### config.mk
export PLATFORM = sky130hd
export DESIGN_NAME = sdiv_unit
export DESIGN_NICKNAME = d
export VERILOG_FILES = /design/src/rtl/sdiv_pkg.sv /design/src/rtl/sdiv_operand.sv /design/src/rtl/sdiv_core.sv /design/src/rtl/sdiv_fix.sv /design/src/rtl/sdiv_unit.sv
export SDC_FILE = /design/constraint.sdc
export NUM_CORES = 1
export LEC_CHECK = 0
export CAP_MARGIN = 20
export CORE_MARGIN = 4
export CORE_UTILIZATION = 35
export DETAILED_ROUTE_END_ITERATION = 16
export GPL_TIMING_DRIVEN = 0
export PLACE_DENSITY = 0.52
export REMOVE_ABC_BUFFERS = 1
export SYNTH_ARGS = -nofsm -noshare
export SYNTH_HDL_FRONTEND = slang
export SYNTH_HIERARCHICAL = 1
export SYNTH_SLANG_ARGS = --single-unit
### constraint.sdc
create_clock -name clk -period 6.1 [get_ports clk]
set_clock_uncertainty 0.15 [all_clocks]
set_input_delay 0.915 -clock clk [delete_from_list [all_inputs] [get_ports clk]]
set_output_delay 0.915 -clock clk [all_outputs]
set_load 0.05 [all_outputs]
### src/rtl/sdiv_pkg.sv
package sdiv_pkg;

  typedef enum logic [1:0] {
    SZ_BYTE = 2'd0,
    SZ_HALF = 2'd1,
    SZ_WORD = 2'd2,
    SZ_LONG = 2'd3
  } size_e;

  typedef enum logic [1:0] {
    ST_IDLE = 2'd0,
    ST_RUN  = 2'd1,
    ST_FIN  = 2'd2
  } state_e;

  // operand width in bits for a size code
  function automatic int width_of(input logic [1:0] sz);
    return 8 << int'(sz);
  endfunction

endpackage

### src/rtl/sdiv_operand.sv
// Narrows an operand to the selected size, reports its sign and magnitude.
module sdiv_operand #(
  parameter int XLEN = 64
) (
  input  logic [1:0]      sz,
  input  logic [XLEN-1:0] val,
  output logic            neg,
  output logic [XLEN-1:0] mag
);
  import sdiv_pkg::*;

  int              sh;
  logic [XLEN-1:0] shl;
  logic [XLEN-1:0] sx;

  always_comb begin
    sh  = XLEN - width_of(sz);
    shl = val << sh;
    sx  = $signed(shl) >>> sh;
    neg = sx[XLEN-1];
    mag = neg ? (~sx + 1'b1) : sx;
  end
endmodule

### src/rtl/sdiv_core.sv
// Restoring magnitude divider: one quotient bit per step.
// The partial remainder is shifted through a datapath one bit wider than XLEN.
module sdiv_core #(
  parameter int XLEN = 64
) (
  input  logic            clk,
  input  logic            rst,
  input  logic            load,
  input  logic            zero_div,
  input  logic            step,
  input  logic [XLEN-1:0] dvd_aligned,
  input  logic [XLEN-1:0] dvd_mag,
  input  logic [XLEN-1:0] dvs_mag,
  output logic [XLEN-1:0] quo,
  output logic [XLEN:0]   rem
);
  logic [XLEN-1:0] dvs_q;
  logic [XLEN:0]   rem_sh;
  logic [XLEN:0]   diff;
  logic            ge;

  always_comb begin
    rem_sh = {rem[XLEN-1:0], quo[XLEN-1]};
    ge     = rem_sh >= {1'b0, dvs_q};
    diff   = rem_sh - {1'b0, dvs_q};
  end

  always_ff @(posedge clk) begin
    if (rst) begin
      quo   <= '0;
      rem   <= '0;
      dvs_q <= '0;
    end else if (load) begin
      dvs_q <= dvs_mag;
      if (zero_div) begin
        quo <= '0;
        rem <= {1'b0, dvd_mag};
      end else begin
        quo <= dvd_aligned;
        rem <= '0;
      end
    end else if (step) begin
      quo <= {quo[XLEN-2:0], ge};
      rem <= ge ? diff : rem_sh;
    end
  end
endmodule

### src/rtl/sdiv_fix.sv
// Applies the shared result sign, truncates to the size and sign-extends.
module sdiv_fix #(
  parameter int XLEN = 64
) (
  input  logic [1:0]      sz,
  input  logic            neg,
  input  logic [XLEN-1:0] quo_mag,
  input  logic [XLEN:0]   rem_mag,
  output logic [XLEN-1:0] quo_out,
  output logic [XLEN-1:0] rem_out
);
  import sdiv_pkg::*;

  int              sh;
  logic [XLEN-1:0] q_s;
  logic [XLEN-1:0] r_s;
  logic [XLEN-1:0] q_l;
  logic [XLEN-1:0] r_l;

  always_comb begin
    sh      = XLEN - width_of(sz);
    q_s     = neg ? (~quo_mag + 1'b1) : quo_mag;
    r_s     = XLEN'(neg ? (~rem_mag + 1'b1) : rem_mag);
    q_l     = q_s << sh;
    r_l     = r_s << sh;
    quo_out = $signed(q_l) >>> sh;
    rem_out = $signed(r_l) >>> sh;
  end
endmodule

### src/rtl/sdiv_unit.sv
module sdiv_unit #(
  parameter int XLEN = 64
) (
  input  logic            clk,
  input  logic            rst,
  input  logic            start,
  input  logic [1:0]      op_size,
  input  logic [XLEN-1:0] src_val,
  input  logic [XLEN-1:0] dst_val,
  output logic            busy,
  output logic            done,
  output logic            div_zero,
  output logic [XLEN-1:0] quotient,
  output logic [XLEN-1:0] remainder
);
  import sdiv_pkg::*;

  localparam int CW = $clog2(XLEN);

  state_e          state;
  logic [CW-1:0]   cnt;
  logic [1:0]      sz_q;
  logic            neg_q;
  logic            dz_q;

  logic            dvd_neg, dvs_neg;
  logic [XLEN-1:0] dvd_mag, dvs_mag, dvd_al;
  logic            accept, dvs_zero;
  logic [XLEN-1:0] core_quo;
  logic [XLEN:0]   core_rem;
  logic [XLEN-1:0] fix_quo, fix_rem;

  sdiv_operand #(.XLEN(XLEN)) u_dvd (
    .sz(op_size), .val(src_val), .neg(dvd_neg), .mag(dvd_mag)
  );

  sdiv_operand #(.XLEN(XLEN)) u_dvs (
    .sz(op_size), .val(dst_val), .neg(dvs_neg), .mag(dvs_mag)
  );

  always_comb begin
    accept   = start && (state == ST_IDLE);
    dvs_zero = (dvs_mag == '0);
    dvd_al   = dvd_mag << (XLEN - width_of(op_size));
  end

  sdiv_core #(.XLEN(XLEN)) u_core (
    .clk(clk), .rst(rst),
    .load(accept), .zero_div(dvs_zero), .step(state == ST_RUN),
    .dvd_aligned(dvd_al), .dvd_mag(dvd_mag), .dvs_mag(dvs_mag),
    .quo(core_quo), .rem(core_rem)
  );

  sdiv_fix #(.XLEN(XLEN)) u_fix (
    .sz(sz_q), .neg(neg_q), .quo_mag(core_quo), .rem_mag(core_rem),
    .quo_out(fix_quo), .rem_out(fix_rem)
  );

  always_ff @(posedge clk) begin
    if (rst) begin
      state     <= ST_IDLE;
      cnt       <= '0;
      sz_q      <= '0;
      neg_q     <= 1'b0;
      dz_q      <= 1'b0;
      busy      <= 1'b0;
      done      <= 1'b0;
      div_zero  <= 1'b0;
      quotient  <= '0;
      remainder <= '0;
    end else begin
      done <= 1'b0;
      case (state)
        ST_IDLE: if (accept) begin
          sz_q <= op_size;
          busy <= 1'b1;
          dz_q <= dvs_zero;
          if (dvs_zero) begin
            neg_q <= dvd_neg;          // remainder returns the dividend
            state <= ST_FIN;
          end else begin
            neg_q <= dvd_neg ^ dvs_neg;
            cnt   <= CW'(width_of(op_size) - 1);
            state <= ST_RUN;
          end
        end
        ST_RUN: begin
          if (cnt == '0) state <= ST_FIN;
          else           cnt   <= cnt - 1'b1;
        end
        ST_FIN: begin
          busy      <= 1'b0;
          done      <= 1'b1;
          div_zero  <= dz_q;
          quotient  <= fix_quo;
          remainder <= fix_rem;
          state     <= ST_IDLE;
        end
        default: state <= ST_IDLE;
      endcase
    end
  end
endmodule

# Yosys cells after proc, flatten, opt, wreduce, memory -nomap -nowiden
# Cells that the tools add are included.
totals:
  input_bits: 133
  register_bits: 335
  out_inout_bits: 131
op_classes:
  n_eq_ne: 6
  n_addsub: 9
  n_mux: 23
  shifts: 11
  order_cmp: 1
  bitwise: 5
  n_reduce_logical: 11
op_table:
  columns: ["cell", "n"]
  rows:
  - ["2-to-1 mux 64 bit", 11]
  - ["left shift 64 x 32 -> 64 bit", 5]
  - ["adder 64 x 1 -> 64 bit, second input constant", 4]
  - ["inverter 64 bit", 4]
  - [">>> shifter 64 x 32 -> 64 bit", 4]
  - [">= comparator 65 x 64 -> 1 bit", 1]
  - ["logical NOT 64 bit", 1]
  - ["left shift 4 x 2 -> 32 bit, first input constant", 2]
  - ["subtractor 64 bit", 1]
  - ["subtractor 8 x 32 -> 32 bit, first input constant", 2]
  - ["2-to-1 mux 6 bit", 3]
  - ["case mux 6 bit (2 select lines)", 1]
  - ["inequality test 2 bit, second input constant", 4]
  - ["logical NOT 6 bit", 1]
  - ["2-to-1 mux 2 bit", 3]
  - ["AND reduction 2 bit", 3]
  - ["nonzero test 2 bit", 3]
  - ["subtractor 6 x 1 -> 6 bit, second input constant", 1]
  - ["subtractor 6 x 2 -> 6 bit, second input constant", 1]
  - ["case mux 2 bit (2 select lines)", 1]
  - ["AND reduction 4 bit", 1]
  - ["2-to-1 mux 1 bit", 3]
  - ["== test 2 x 1 -> 1 bit, second input constant", 1]
  - ["== test 2 bit, second input constant", 1]
  - ["other kinds (4)", 4]

# Longest topological paths before layout
logic_depth:
  ltp_word: 11
  mapped_depth: 22

# By module
# Netlist, hierarchy kept.
modules_own_cells:
  columns: ["mod", "cells_each", "n_inst", "area_each_um2"]
  rows:
  - ["sdiv_core", 1649, 1, 12658.4]
  - ["sdiv_unit", 769, 1, 6093.3]
  - ["sdiv_operand", 439, 2, 2751.4]
  - ["sdiv_fix", 662, 1, 4090.2]

# Worst setup path after synthesis
# OpenSTA, ideal clock, no wires.
synth_path:
  path_type: "input to register"
  from: "in op_size[1]"
  to: "reg u_core.rem[8]"
  setup_ns: 0.086
  arrival_ns: 4.985
  path_slack_ns: 0.879
  cell_stages: 19
  n_path_buf: 7
  path_cell_list: "buf_4 or2_2 buf_4 a2111oi_4 o2111a_2 o2111ai_2 o21ai_1 xnor2_1 nor4_1 nand4_1 nor4_2 buf_4 clkbuf_1 and2_1 clkbuf_1 clkbuf_1 clkbuf_1 nand2_1 a211oi_1"
synth_between:
  elab_chain_cells: 10
synth_lines:
  columns: ["item", "line_no", "rtl"]
  rows:
  - ["from (decl)", "sdiv_unit.sv:7", "input logic [1:0] op_size,"]
  - ["left shift 4 x 2 -> 32 bit (*)", null, null]
  - ["subtractor 8 x 32 -> 32 bit (*)", "sdiv_operand.sv:17", "sh = XLEN - width_of(sz);"]
  - ["left shift 64 x 32 -> 64 bit", "sdiv_operand.sv:18", "shl = val << sh;"]
  - [">>> shifter 64 x 32 -> 64 bit (*)", "sdiv_operand.sv:19", "sx = $signed(shl) >>> sh;"]
  - ["inverter 64 bit", "sdiv_operand.sv:21", "mag = neg ? (~sx + 1'b1) : sx;"]
  - ["adder 64 x 1 -> 64 bit", "sdiv_operand.sv:21", null]
  - ["2-to-1 mux 64 bit (*)", "sdiv_operand.sv:21", null]
  - ["via dvs_mag[35]", "sdiv_unit.sv:27", "logic [XLEN-1:0] dvd_mag, dvs_mag, dvd_al;"]
  - ["logical NOT 64 bit (*)", "sdiv_unit.sv:43", "dvs_zero = (dvs_mag == '0);"]
  - ["via dvs_zero", "sdiv_unit.sv:28", "logic accept, dvs_zero;"]
  - ["2-to-1 mux 64 bit (*)", "sdiv_core.sv:35", "if (zero_div) begin"]
  - ["2-to-1 mux 64 bit (*)", "sdiv_core.sv:33", "end else if (load) begin"]
  - ["to (signal assigned)", "sdiv_core.sv:37", "rem <= {1'b0, dvd_mag};"]
  - ["to (signal assigned)", "sdiv_core.sv:44", "rem <= ge ? diff : rem_sh;"]
  - ["to (decl)", "sdiv_core.sv:15", "output logic [XLEN:0] rem"]
# Mark *: on every way through the listed nets, which the timed path passes. The rest lies on a longest branch.
# A chain may end at the register's enable or synchronous reset.

# Worst setup path in the final report
layout_path:
  from: "in dst_val[0]"
  to: "reg u_core.rem[4]"
layout_between:
  elab_chain_cells: 8
layout_lines:
  columns: ["item", "line_no", "rtl"]
  rows:
  - ["from (decl)", "sdiv_unit.sv:9", "input logic [XLEN-1:0] dst_val,"]
  - ["left shift 64 x 32 -> 64 bit (*)", "sdiv_operand.sv:18", null]
  - [">>> shifter 64 x 32 -> 64 bit (*)", "sdiv_operand.sv:19", null]
  - ["inverter 64 bit", "sdiv_operand.sv:21", null]
  - ["adder 64 x 1 -> 64 bit", "sdiv_operand.sv:21", null]
  - ["2-to-1 mux 64 bit (*)", "sdiv_operand.sv:21", null]
  - ["via dvs_mag[59]", "sdiv_unit.sv:27", null]
  - ["logical NOT 64 bit (*)", "sdiv_unit.sv:43", null]
  - ["2-to-1 mux 64 bit (*)", "sdiv_core.sv:35", null]
  - ["2-to-1 mux 64 bit (*)", "sdiv_core.sv:33", null]
# Marked as above.

==> impl_metrics.py <==
metrics = {
    "clock_network": {
        "cts_hold_buf": 0,
        "cts_tree": "built",
        "clock_tree.buffer_depth": 3,
        "num_cts_buffers": 42,
        "cts-root-buf": "sky130_fd_sc_hd__clkbuf_16",
        "cts.htree.levels": 2,
        "clock-sinks": 335,
        "path_clk_slew_ns": 0.06,
        "clock_latency_ns": 0.59,
    },
    "cells_and_area": {
        "area.growth.synth_to_final_pct": 18.0,
        "layoutNonFillerInstCount": 5083,
        "drive_gt1_share_pct": 6.50,
        "layout.cells.most_common_list": "sky130_fd_sc_hd__nand2_1, sky130_fd_sc_hd__nor2_1, sky130_fd_sc_hd__a21oi_1, sky130_fd_sc_hd__dfxtp_1, sky130_fd_sc_hd__clkdlybuf4s50_1",
        "most_frequent_standard_cell_in_the_layout_excluding_fill_and_tap_cells": "sky130_fd_sc_hd__nand2_1",
        "finish.utilization_pct": 41.9,
        "fillers": 8383,
        "final_nets": 4200,
    },
    "placed_design": {
        "numPlacedInstances": 4986,
        "port-buffer-count": 263,
        "gp_routability_congestion": 0.970,
        "pre_cts_ws_ns": -2.43,
        "hpwlAfterDp_um": 86100,
    },
    "timing": {
        "finalCriticalPeriod_ns": 5.73,
        "setup_viol": 0,
        "setup_ws_ns": 0.366,
        "maxClockFrequency_mhz": 174,
        "post-route-period-util_pct": 94.0,
        "final-hold-violation-count": 0,
        "timing.max_slew.rel_slack_pct": 18.8,
        "worstMarginPinSlew_ns": 1.21,
        "final-max-slew-violation-count": 0,
        "grt_setup_unrepaired": "false",
        "setup_tns_ns": 0,
    },
    "critical_path": {
        "critical_path.reg2reg.startpoint": "u_core/rem[6]",
        "startpoint_type": "primary input",
        "crit_arrival_ns": 6.10,
        "r2r_setup_slack_ns": 1.56,
        "cp_common_cell": "sky130_fd_sc_hd__buf_4",
        "critPathKind": "in2reg",
        "rr_worst_depth": 12,
        "endpoint_kind": "flop",
        "path_max_fanout": 27,
        "crit_required_ns": 6.46,
        "crit_path_cell_trace": "clkdlybuf4s50_1, or3_1, a2111oi_4, buf_4, o2111a_2, nand3_2, nand2_1, o211ai_1, buf_4, nor4_4, nand4_1, nor4_4, buf_4, buf_6, and2_4, buf_12, nand2_1, a211o_1, a31oi_1",
        "crit_slowest_cell": "sky130_fd_sc_hd__clkdlybuf4s50_1",
        "cpPeakStageDelay_ns": 0.60,
        "worstReg2RegEnd": "u_core/rem[9]",
    },
    "floorplanning": {
        "floorplan.die.width_um": 292,
        "design.die.area_um2": 85300,
        "std_cell_rows": 103,
        "initial_utilization_pct": 35.5,
        "die_height_um": 292,
        "coreArea_um2": 79500,
        "top_level_ports": 264,
    },
    "hold_path": {
        "hold_depth": 2,
        "hold_end": "quotient[47]",
        "hp-start": "quotient[47]",
        "hold_path_class": "reg2reg",
    },
    "routing": {
        "firstDrtPassIters": 6,
        "route.detailed.drc": 0,
        "routedWlPerCell_um": 22.3,
        "vias_per_cell": 5.79,
        "vias": 29400,
        "wl_um": 113000,
        "antenna_left": 0,
        "drt-initial-drc-count": 2729,
    },
    "global_route": {
        "gr-usage-all-layers_pct": 25.0,
        "grt.overflow.total": 0,
        "grt_max_degree": 127,
        "grt_pass1_wl_um": 170000,
        "initial_antenna_violation_count": 4,
        "number_of_global_route_vias_before_repair": 27000,
    },
    "power": {
        "power.density_nw_per_um2": 307,
        "ir_worst_vdd_uv": 209,
        "power_leakage_uw": 0.0124,
    },
    "yosys": {
        "cell_count_after_synthesis": 3947,
        "yosys_warnings": 6,
        "postSynthAreaPerCell_um2": 7.16,
        "synth.cell_area_um2": 28300,
    },
    "run_status": {
        "run_status": "finished, final reports clean",
    },
    "run": {
        "maxCapViolations": 0,
    },
}
registers in the layout (all words and copies together) (netlist names):
register      flops
u_core/dvs_q     64
remainder        64
neg_q             1
done              1
busy              1
u_core/quo       64
quotient         64
dz_q              1
sz_q              2
div_zero          1
u_core/rem       64
state             2
cnt               6
cell type report:
| type | count | area, um2 | area share, % |
|---|---|---|---|
| Clock buffer | 56 | 1210 | 3.64 |
| Timing Repair inverter | 1 | 7.51 | 0.0225 |
| Antenna cell | 4 | 10.0 | 0.0300 |
| Timing Repair Buffer | 302 | 3290 | 9.88 |
| Inverter | 116 | 452 | 1.35 |
| Clock inverter | 21 | 322 | 0.964 |
| Multi-Input combinational cell | 3198 | 20000 | 60.0 |
| Tap cell | 1050 | 1310 | 3.94 |
| Sequential cell | 335 | 6710 | 20.1 |
routing by layer:
metal	vias to the layer above	wire length, um	GRT usage, %
met4	2	4690	9.15
met1	13900	50500	34.3
met2	1037	51700	40.6
met3	203	6140	2.62
met5	-	13	0
li1	14300	-	-
worst max-delay path by stage:
stage / depth (start not counted) / to / start / slack (ns)
final: 19 / u_core/rem[4] / dst_val[0] / 0.37
after floorplan: 13 / u_core/rem[19] / op_size[0] / -0.92
after CTS: 18 / u_core/rem[26] / op_size[0] / 0.07
after detailed placement: 17 / u_core/rem[26] / dst_val[7] / -2.43
after global routing: 19 / u_core/rem[26] / op_size[0] / 0.03
after global placement: 10 / u_core/quo[6] / op_size[1] / -12.67
where the power goes:
part | total [uW] | switching (uW) | internal (uW)
sequential | 2620 | 269 | 2350
clock | 2760 | 1060 | 1700
combinational | 4870 | 3110 | 1760
total | 10200 | 4440 | 5810
worst max-delay path, delay by kind of cell:
kind | cells | cell delay (ns)
AND/OR/NAND/NOR | 8 | 2.27
buffers and inverters | 6 | 1.59
AO/OA/AOI/OAI | 5 | 1.24
stage by stage:
stage,hold slack (ns),total power (uW),cell area [um2]
global route,0.317,10900,33300
finish,0.301,10200,33300
CTS,0.304,10300,33300
detailed placement,0.296,7430,31600
floorplan,0.276,5850,27000
global placement,0.293,7440,31000
repair_timing:
item | in CTS | in global routing
setup buffers | 8 | 4
gates resized for setup | 11 | 4
cloned | 2 | 0
pin swaps | 3 | 2
endpoints found under the setup margin | 138 | 34
No activity file was read; power rests on OpenSTA's default activity.
